[src/rtl/pic_pkg.sv]
package pic_pkg;
  localparam int PRI_W       = 4;
  localparam int NIB_PER_REG = 4;
  localparam int MSK_W       = 8;
  localparam int MSK_BASE    = 'h10;
  localparam int CLR_BASE    = 'h20;
  localparam int THR_ADDR    = 'h30;
  localparam logic [7:0] THR_KEY = 8'hA5;
endpackage

[src/rtl/pic_regfile.sv]
module pic_regfile
  import pic_pkg::*;
#(
  parameter int NUM_SRC    = 14,
  parameter int NUM_MSKREG = 13,
  parameter int ADDR_W     = 6
) (
  input  logic                          clk,
  input  logic                          rst_n,
  input  logic                          bus_sel,
  input  logic                          bus_wr,
  input  logic [ADDR_W-1:0]             bus_addr,
  input  logic [31:0]                   bus_wdata,
  output logic [31:0]                   bus_rdata,
  output logic [NUM_SRC-1:0][PRI_W-1:0] src_pri,
  output logic [NUM_SRC-1:0]            src_msk,
  output logic [PRI_W-1:0]              thr_lvl
);
  localparam int NUM_PRIREG = (NUM_SRC + NIB_PER_REG - 1) / NIB_PER_REG;

  logic [NUM_SRC-1:0][PRI_W-1:0] pri_q, pri_d;
  logic [NUM_SRC-1:0]            msk_q, msk_d;
  logic [PRI_W-1:0]              thr_q, thr_d;
  logic                          wr_pri, wr_set, wr_clr, wr_thr;
  logic                          pri_en, msk_en, thr_en;
  int                            a_int;
  logic                          unused_wdata;

  assign unused_wdata = ^bus_wdata[23:8];
  assign a_int  = int'(bus_addr);
  assign wr_pri = bus_sel && bus_wr && (a_int < NUM_PRIREG);
  assign wr_set = bus_sel && bus_wr && (a_int >= MSK_BASE) && (a_int < MSK_BASE + NUM_MSKREG);
  assign wr_clr = bus_sel && bus_wr && (a_int >= CLR_BASE) && (a_int < CLR_BASE + NUM_MSKREG);
  assign wr_thr = bus_sel && bus_wr && (a_int == THR_ADDR);

  // next-state logic
  always_comb begin
    pri_d = pri_q;
    msk_d = msk_q;
    thr_d = thr_q;
    for (int s = 0; s < NUM_SRC; s++) begin
      if (wr_pri && (a_int == s / NIB_PER_REG))
        pri_d[s] = bus_wdata[PRI_W*(s%NIB_PER_REG) +: PRI_W];
      if (wr_set && (a_int - MSK_BASE == s / MSK_W) && bus_wdata[s%MSK_W])
        msk_d[s] = 1'b1;
      if (wr_clr && (a_int - CLR_BASE == s / MSK_W) && bus_wdata[s%MSK_W])
        msk_d[s] = 1'b0;
    end
    if (wr_thr && (bus_wdata[31:24] == THR_KEY))
      thr_d = bus_wdata[7:4];
  end

  assign pri_en = wr_pri;
  assign msk_en = wr_set || wr_clr;
  assign thr_en = wr_thr;

  // registers
  always_ff @(posedge clk or negedge rst_n) begin
    if (!rst_n) begin
      pri_q <= '0;
      msk_q <= '1;
      thr_q <= '0;
    end else begin
      if (pri_en) pri_q <= pri_d;
      if (msk_en) msk_q <= msk_d;
      if (thr_en) thr_q <= thr_d;
    end
  end

  // read mux
  always_comb begin
    bus_rdata = '0;
    if (bus_sel && !bus_wr) begin
      for (int s = 0; s < NUM_SRC; s++) begin
        if (a_int == s / NIB_PER_REG)
          bus_rdata[PRI_W*(s%NIB_PER_REG) +: PRI_W] = pri_q[s];
        if (a_int - MSK_BASE == s / MSK_W)
          bus_rdata[s%MSK_W] = msk_q[s];
      end
      if (a_int == THR_ADDR)
        bus_rdata[7:4] = thr_q;
    end
  end

  assign src_pri = pri_q;
  assign src_msk = msk_q;
  assign thr_lvl = thr_q;

  // a written 1 sets or clears the addressed mask bit by the next cycle
  for (genvar g = 0; g < NUM_SRC; g++) begin : g_msk_chk
    a_r4_mask_set : assert property (@(posedge clk) disable iff (!rst_n)
      (wr_set && (a_int - MSK_BASE == g / MSK_W) && bus_wdata[g%MSK_W]) |=> msk_q[g]);
    a_r5_mask_clear : assert property (@(posedge clk) disable iff (!rst_n)
      (wr_clr && (a_int - CLR_BASE == g / MSK_W) && bus_wdata[g%MSK_W]) |=> !msk_q[g]);
  end

  // a write without the key leaves the threshold alone
  a_r6_key_guard : assert property (@(posedge clk) disable iff (!rst_n)
    (wr_thr && (bus_wdata[31:24] != THR_KEY)) |=> $stable(thr_q));

  // clear bank always reads zero
  a_r5_clear_reads_zero : assert property (@(posedge clk) disable iff (!rst_n)
    (bus_sel && !bus_wr && (a_int >= CLR_BASE) && (a_int < CLR_BASE + NUM_MSKREG))
      |-> (bus_rdata == 32'd0));
endmodule

[src/rtl/pic_arbiter.sv]
module pic_arbiter
  import pic_pkg::*;
#(
  parameter int NUM_SRC = 14,
  parameter int IDX_W   = 4
) (
  input  logic                          clk,
  input  logic                          rst_n,
  input  logic [NUM_SRC-1:0]            pend,
  input  logic [NUM_SRC-1:0]            msk,
  input  logic [NUM_SRC-1:0][PRI_W-1:0] pri,
  input  logic [PRI_W-1:0]              thr,
  output logic                          req,
  output logic [IDX_W-1:0]              win_idx,
  output logic [PRI_W-1:0]              win_lvl
);
  logic [NUM_SRC-1:0] elig;

  for (genvar g = 0; g < NUM_SRC; g++) begin : g_elig
    assign elig[g] = pend[g] && !msk[g] && (pri[g] != '0) && (pri[g] > thr);
  end

  // scan downward with >= so the lowest index keeps a tie
  always_comb begin
    req     = 1'b0;
    win_idx = '0;
    win_lvl = '0;
    for (int s = NUM_SRC - 1; s >= 0; s--) begin
      if (elig[s] && (pri[s] >= win_lvl)) begin
        req     = 1'b1;
        win_idx = IDX_W'(s);
        win_lvl = pri[s];
      end
    end
  end

  // a reported winner is pending, unmasked and above the threshold
  a_r7_winner_eligible : assert property (@(posedge clk) disable iff (!rst_n)
    req |-> (pend[win_idx] && !msk[win_idx] && (pri[win_idx] == win_lvl) && (win_lvl > thr)));

  // idle outputs are zero
  a_r8_idle_zero : assert property (@(posedge clk) disable iff (!rst_n)
    !req |-> ((win_idx == '0) && (win_lvl == '0)));
endmodule

[src/rtl/pic_top.sv]
module pic_top
  import pic_pkg::*;
#(
  parameter int NUM_SRC    = 14,
  parameter int NUM_MSKREG = 13,
  parameter int ADDR_W     = 6,
  localparam int IDX_W     = (NUM_SRC > 1) ? $clog2(NUM_SRC) : 1
) (
  input  logic               clk,
  input  logic               rst_n,
  input  logic [NUM_SRC-1:0] irq_pend,
  input  logic               bus_sel,
  input  logic               bus_wr,
  input  logic [ADDR_W-1:0]  bus_addr,
  input  logic [31:0]        bus_wdata,
  output logic [31:0]        bus_rdata,
  output logic               irq_req,
  output logic [IDX_W-1:0]   irq_idx,
  output logic [PRI_W-1:0]   irq_lvl
);
  logic                          rst_meta_q, rst_sync_n;
  logic [NUM_SRC-1:0][PRI_W-1:0] src_pri;
  logic [NUM_SRC-1:0]            src_msk;
  logic [PRI_W-1:0]              thr_lvl;

  // asynchronous assert, synchronous release
  always_ff @(posedge clk or negedge rst_n) begin
    if (!rst_n) begin
      rst_meta_q <= 1'b0;
      rst_sync_n <= 1'b0;
    end else begin
      rst_meta_q <= 1'b1;
      rst_sync_n <= rst_meta_q;
    end
  end

  pic_regfile #(
    .NUM_SRC(NUM_SRC), .NUM_MSKREG(NUM_MSKREG), .ADDR_W(ADDR_W)
  ) u_regs (
    .clk(clk), .rst_n(rst_sync_n),
    .bus_sel(bus_sel), .bus_wr(bus_wr), .bus_addr(bus_addr),
    .bus_wdata(bus_wdata), .bus_rdata(bus_rdata),
    .src_pri(src_pri), .src_msk(src_msk), .thr_lvl(thr_lvl)
  );

  pic_arbiter #(
    .NUM_SRC(NUM_SRC), .IDX_W(IDX_W)
  ) u_arb (
    .clk(clk), .rst_n(rst_sync_n),
    .pend(irq_pend), .msk(src_msk), .pri(src_pri), .thr(thr_lvl),
    .req(irq_req), .win_idx(irq_idx), .win_lvl(irq_lvl)
  );

  // while reset is held, every source is masked so nothing is requested
  a_r1_reset_quiet : assert property (@(posedge clk)
    (!rst_sync_n && !$isunknown(src_msk)) |-> !irq_req);
endmodule

[config.mk]
export PLATFORM = sky130hd
export DESIGN_NAME = pic_top
export DESIGN_NICKNAME = d
export VERILOG_FILES = /design/src/rtl/pic_pkg.sv /design/src/rtl/pic_regfile.sv /design/src/rtl/pic_arbiter.sv /design/src/rtl/pic_top.sv
export SDC_FILE = /design/constraint.sdc
export NUM_CORES = 1
export LEC_CHECK = 0
export ABC_AREA = 1
export CAP_MARGIN = 20
export CORE_ASPECT_RATIO = 1.75
export CORE_UTILIZATION = 55
export DETAILED_ROUTE_END_ITERATION = 10
export PLACE_DENSITY = 0.8
export SKIP_LAST_GASP = 1
export SLEW_MARGIN = 15
export SYNTH_ARGS = -nofsm -noshare
export SYNTH_HDL_FRONTEND = slang
export SYNTH_SLANG_ARGS = --single-unit
[constraint.sdc]
create_clock -name clk -period 20.5 [get_ports clk]
set_input_delay 2.05 -clock clk [delete_from_list [all_inputs] [get_ports clk]]
set_output_delay 2.05 -clock clk [all_outputs]
set_load 0.1 [all_outputs]
## Yosys cells after proc, flatten, opt, wreduce, memory -nomap -nowiden

Cells that the tools add are included.

| storage, ports and cells | value |
|---|---|
| register bits | 76 |
| bits of input ports | 56 |
| output and inout bits | 41 |
| logic and storage cells | 341 |

| cells by class | value |
|---|---|
| add/sub/neg operators | 2 |
| order comparisons | 33 |
| equality and inequality tests | 7 |
| multiplexer cells | 101 |
| reduce and logical (&&, ||, !) cells | 167 |

Operators with widths:

| operator | number |
|---|---|
| 4-bit 2-to-1 mux | 44 |
| 1-bit logical AND | 101 |
| 32-bit zero test | 3 |
| 32-bit by 2-bit == test with 1-bit output, second input constant | 2 |
| 4-bit greater-than comparator | 14 |
| 1-bit 2-to-1 mux | 56 |
| 4-bit nonzero test | 14 |
| 4-bit greater-or-equal comparator | 13 |
| 2-bit AND reduction | 19 |
| 2-bit nonzero test | 14 |
| 16-bit 2-to-1 mux | 1 |
| 1-bit zero test | 15 |
| 6-bit by 3-bit == test with 1-bit output, second input constant | 2 |
| 8-bit == test, second input constant | 1 |
| 6-bit by 5-bit subtractor with 7-bit output, second input constant | 1 |
| 6-bit by 6-bit subtractor with 7-bit output, second input constant | 1 |
| 6-bit by 2-bit == test with 1-bit output, second input constant | 1 |
| 6-bit by 5-bit == test with 1-bit output, second input constant | 1 |
| 6-bit by 5-bit greater-or-equal comparator with 1-bit output, second input constant | 1 |
| 6-bit greater-or-equal comparator, second input constant | 1 |
| 6-bit by 3-bit less-than comparator with 1-bit output, second input constant | 1 |
| 6-bit by 5-bit less-than comparator with 1-bit output, second input constant | 1 |
| 6-bit less-than comparator, second input constant | 1 |
| 4-bit by 1-bit greater-or-equal comparator with 1-bit output, second input constant | 1 |
| 1-bit logical OR | 1 |

## Longest topological paths before layout

| logic depth | value |
|---|---|
| depth in word-level cells | 45 |
| gate-level depth with buffers | 145 |
| depth with buffers taken out | 145 |

## Hierarchy

From an unflattened synthesis, not the netlist that was laid out.

| second synthesis, totals | value |
|---|---|
| cell total of the unflattened synthesis | 1039 |
| area, all modules | 7576.0 sq um |

By module, submodules not included:

| module | times used | cells an instance | area an instance (sq um) | sequential area each (sq um) |
|---|---|---|---|---|
| pic_arbiter | 1 | 590 | 3777.4 | 0.0 |
| pic_regfile | 1 | 446 | 3744.8 | 1869.3 |
| pic_top | 1 | 3 | 53.8 | 50.0 |

## Worst setup path after synthesis

Ideal clock, no wire load.

| path | value |
|---|---|
| path kind | input to output |
| start | input irq_pend[13] |
| end | output irq_idx[3] |
| arrival | 17.895 ns |
| required time | 18.450 ns |
| path slack | 0.555 ns |
| stages | 130 |
| buffers on the path | 0 |
| cells stage by stage | inv_1 -> nor2_1 -> nand2_1 -> nor2_2 -> nand2_1 -> nor2_1 -> inv_1 -> ha_1 -> nand2_1 -> clkinv_1 -> nand2_1 -> nand3_1 -> nand3_4 -> o21ai_0 -> ha_1 -> o21ai_0 -> nand2_1 -> o21ai_0 -> [94 not listed] -> nand2_2 -> and2_1 -> ha_1 -> inv_1 -> nor2_1 -> o211ai_1 -> nand3_1 -> nand2_2 -> or2_2 -> nand2_1 -> ha_1 -> a21oi_1 -> o211ai_1 -> nand2_1 -> nand2_1 -> nor2_1 -> o21ai_0 -> nor3_1 |

| between the ends | value |
|---|---|
| cells in the longest elaborated chain, start to end | 44 |
| elaborated cells on any way between the ends | 57 |
| those cells by class | order compare: 13; mux: 27; reduce/logical: 17 |

Ends and longest elaborated chain:

| what | line | text |
|---|---|---|
| start, declared | pic_top.sv:11 | `input logic [NUM_SRC-1:0] irq_pend,` |
| 1-bit logical AND * (3 in series) | pic_arbiter.sv:20 | `assign elig[g] = pend[g] && !msk[g] && (pri[g] != '0) && (pri[g] > thr);` |
| 1-bit logical AND * | pic_arbiter.sv:29 | `if (elig[s] && (pri[s] >= win_lvl)) begin` |
| 4-bit 2-to-1 mux | pic_arbiter.sv:29 |  |
| 4-bit greater-or-equal comparator | pic_arbiter.sv:29 |  |
| 1-bit logical AND | pic_arbiter.sv:29 |  |
| 4-bit 2-to-1 mux | pic_arbiter.sv:29 |  |
| 4-bit greater-or-equal comparator | pic_arbiter.sv:29 |  |
| 1-bit logical AND | pic_arbiter.sv:29 |  |
| [26 not listed] | -- |  |
| 1-bit logical AND | pic_arbiter.sv:29 |  |
| 4-bit 2-to-1 mux | pic_arbiter.sv:29 |  |
| 4-bit greater-or-equal comparator | pic_arbiter.sv:29 |  |
| 1-bit logical AND | pic_arbiter.sv:29 |  |
| 4-bit 2-to-1 mux | pic_arbiter.sv:29 |  |
| 4-bit greater-or-equal comparator | pic_arbiter.sv:29 |  |
| 1-bit logical AND | pic_arbiter.sv:29 |  |
| 4-bit 2-to-1 mux * | pic_arbiter.sv:29 |  |
| end, declared | pic_top.sv:18 | `output logic [IDX_W-1:0] irq_idx,` |

Every way passes the cells marked *; elsewhere a longest branch is shown, timed or not.

## Final worst setup path

| path | value |
|---|---|
| start | input irq_pend[13] |
| end | output irq_idx[2] |

Same word-level chain as after synthesis.

==> results by group <==
Status
  • Status: finished, violations left
  • Failing checks: capacitance limit

Routing
  • Via density: 5.83
  • Drt first-iter violations: about 460
  • DR pass1 iterations: 5
  • Via count: roughly 7600
  • DRC Markers: 0
  • DRT antenna net count: 0
  • Drt wl/cell: 17.5 µm
  • Post-Route WL: 22700 µm

Synthesis
  • Mean Syn Cell Area: 7.14 µm²
  • Synth Cell Area: 7300 µm²
  • Synth cell types: 41
  • Mapped Cells: 1022
  • Synth Register Bits: 76
  • Ys Warns: 0
  • Sequential-to-total area share from yosys stat: 26.3%

Finish
  • Post-Route Utilization: roughly 68%
  • Area Growth Syn to Fin: 20.9%
  • Layout Nets: between 1000 and 1500
  • Layout cells sized above 1: 14.1%
  • Antenna diodes: 0

Job
  • Max-Cap Viols: 1

Power and ir drop
  • Sequential power share: 26.8%
  • Comb power frac: 48.9%
  • Static leakage: 4.36 nW
  • Peak VDD IR: 0.0654 mV
  • Clock Power Share: 24.3%
  • P_int: 0.000372 W
  • PwrDens: 76.8 nW/µm²
  • Switching Share: 45.2%
  • Psw: 0.000306 W

Setup path
  • Setup crit end: irq_idx[2]
  • Cell depth of the worst flop-to-flop path: 1
  • Reg2reg end: u_regs.src_pri[24]
  • Kind of critical path: input port to output pin
  • WP data arrival: 17.36 ns
  • Worst r2r src: rst_sync_n
  • CP startpoint: irq_pend[13]
  • Most used cell, CP: nand2_1
  • Worst setup EP type: output pin
  • CP required: approximately 18 ns
  • CP max FO: 10
  • Slowest cell on crit path: clkdlybuf4s50_1
  • Startpoint types: input port
  • CP Buf/Inv Count: 15
  • Critical Path Stages: 130
  • Max stage delay on crit path: about 0.45 ns
  • Top delay family on crit path: simple AND/OR/NAND/NOR gates
  • Flop2flop setup slack: 19.37 ns

Timing
  • Final setup viols: 0
  • Worst-Margin Slew: around 1.4 ns
  • Relative slew slack: 1.34%
  • Min Clock Period, post-route: 19.41 ns
  • Tcrit/Tclk final: 94.7%
  • Clk_skew: about 0.007 ns
  • Hold_ws: around 0.35 ns
  • Slew Viols, Final: 0
  • Fin. Hold Viols: 0
  • Max Freq: 51.5 MHz

Floorplanning
  • Starting Density: 56.4%
  • Die height: 154 µm
  • Chip Width: 89.1 µm
  • Cell Rows: 55
  • Die ar.: 13800 µm²
  • Core Box Area: 12900 µm²
  • IO Pins: 97

Global route
  • Initial antenna violation count: 0
  • Largest net degree at the start of global routing: 75
  • First-pass GRT wire length: 34700 µm
  • Vias in the first global route: about 7100
  • GRT overflow: 0
  • Total Routing Usage GR: 33.6%

CTS
  • Htree depth: 3
  • Bufs on Longest Clock Path: 2
  • CTS buffer count: 9
  • CTS tree: done
  • Clock root buffer: clkbuf_16
  • Later-pin clock latency in the skew report: roughly 0.34 ns
  • Clk sinks: 76
  • Clock slew at reported path FFs: 0.07 ns

Min path
  • Hold Path Class: flip-flop to flip-flop
  • Hold Path Cell Cnt: 0

Placement
  • RePlAce Congestion: ~0.93
  • PortBufs: between 70 and 80
  • Detail Placement HPWL: 16700 µm
worst min path at each step:
stage | end | start | slack (ns)
after global placement | rst_sync_n | rst_meta_q | 0.34
after global routing | rst_sync_n | rst_meta_q | 0.37
after detailed placement | rst_sync_n | rst_meta_q | 0.34
after floorplan | rst_sync_n | rst_meta_q | 0.33
final | rst_sync_n | rst_meta_q | 0.35
after CTS | rst_sync_n | rst_meta_q | 0.36
layout by cell type (no fill, tap or decap), types with 4 or more instances in the layout:
cell and instances:
a2111oi_0 5, a211oi_1 10, a21oi_1 37, a221oi_1 4, a22oi_1 6, and2_1 4, buf_4 32, clkbuf_16 9
clkdlybuf4s50_1 63, conb_1 17, dfrtp_1 61, dfstp_2 14, ha_1 97, inv_1 169, nand2_1 205, nand2_2 30
nand2_4 18, nand3_1 42, nand3_2 12, nand4_1 8, nor2_1 57, nor3_1 8, nor4_1 14, o211ai_1 12
o21ai_0 94, o21ai_1 24, o21ai_2 13, o21bai_1 8, o22ai_1 6
cell usage after synthesis, drive strengths merged:
library cell | n | share of area [%]
nor4b | 1 | 0.21
a221oi | 4 | 0.48
a211oi | 10 | 1.0
o21ai | 131 | 9.0
clkinv | 2 | 0.10
clkbuf | 14 | 0.72
dfstp | 14 | 5.0
nand3 | 55 | 4.7
nand4 | 8 | 0.69
buf | 16 | 1.6
a2111oi | 5 | 0.60
a22oi | 6 | 0.62
conb | 2 | 0.10
or2 | 3 | 0.26
ha | 98 | 17
inv | 171 | 8.8
o211a | 1 | 0.14
nor3b | 1 | 0.10
and2 | 4 | 0.34
nand2 | 253 | 16
nor4 | 14 | 1.2
nand3b | 3 | 0.31
a221o | 2 | 0.27
o221ai | 1 | 0.12
a31oi | 3 | 0.26
o211ai | 12 | 1.2
nor2 | 62 | 3.4
nor3 | 9 | 0.62
o22ai | 6 | 0.51
o21bai | 8 | 0.82
a21oi | 38 | 2.6
a32oi | 3 | 0.36
dfrtp | 62 | 21
cell type report:
class,count,area [µm²]
tap,171,214
multi-input combinational,761,4780
sequential,76,1920
clock inverter,6,71.3
timing repair buffer,101,960
clock buffer,10,229
inverter,173,649
fill,1153,4110
flip-flops by register name, summed over array words and instances (netlist names):
register,cells
rst_meta_q,1
rst_sync_n,1
u_regs.src_msk,14
u_regs.src_pri,56
u_regs.thr_lvl,4
power by group through the flow:
stage               logic (W)  clock network (W)  registers [W]
floorplan            0.000238                  0       0.000178
global placement     0.000292                  0       0.000183
detailed placement   0.000301                  0       0.000183
CTS                  0.000304           0.000165       0.000181
global route         0.000366           0.000172       0.000183
finish               0.000331           0.000165       0.000182
metrics by stage:
stage / setup TNS, ns / total power (W) / cell area [µm²] / instances / setup slack (ns)
finish: 0 / 0.000678 / 8820 / 1298 / 1.09
global placement: 0 / 0.000475 / 8200 / 1261 / 0.175
CTS: 0 / 0.000650 / 8520 / 1277 / 0.0252
global route: -1.57 / 0.000721 / 8820 / 1298 / -0.246
detailed placement: -0.431 / 0.000484 / 8200 / 1261 / -0.223
floorplan: 0 / 0.000416 / 7350 / 1037 / 0.555
logic make-up after synthesis:
kind of cell,count (synthesis),share of synthesized area [%]
AND/OR/NAND/NOR,413,27.5
flip-flops,76,26.3
adder cells (fa/ha/maj),98,16.8
buffers and inverters,203,11.3
other,2,0.103
AO/OA/AOI/OAI,230,18.0
timing repair:
action | 4_1_cts | 5_1_grt
buffers inserted | 0 | 18
cloned | 0 | 3
gates resized for setup | 7 | 67
pin swaps | 2 | 19
setup endpoints to repair | 3 | 9
hold endpoints to repair | 0 | 0
hold buffers | 0 | 0
layer usage:
metal	routed length (µm)	part of all wire, %	GRT usage [%]	vias up
met5	0	0	0	-
met4	1820	8.0	25.0	0
met3	1270	5.6	4.38	121
met2	11400	50	56.8	350
met1	8150	36	37.2	3509
li1	-	-	-	3588
No activity file was read; power rests on OpenSTA's default activity.
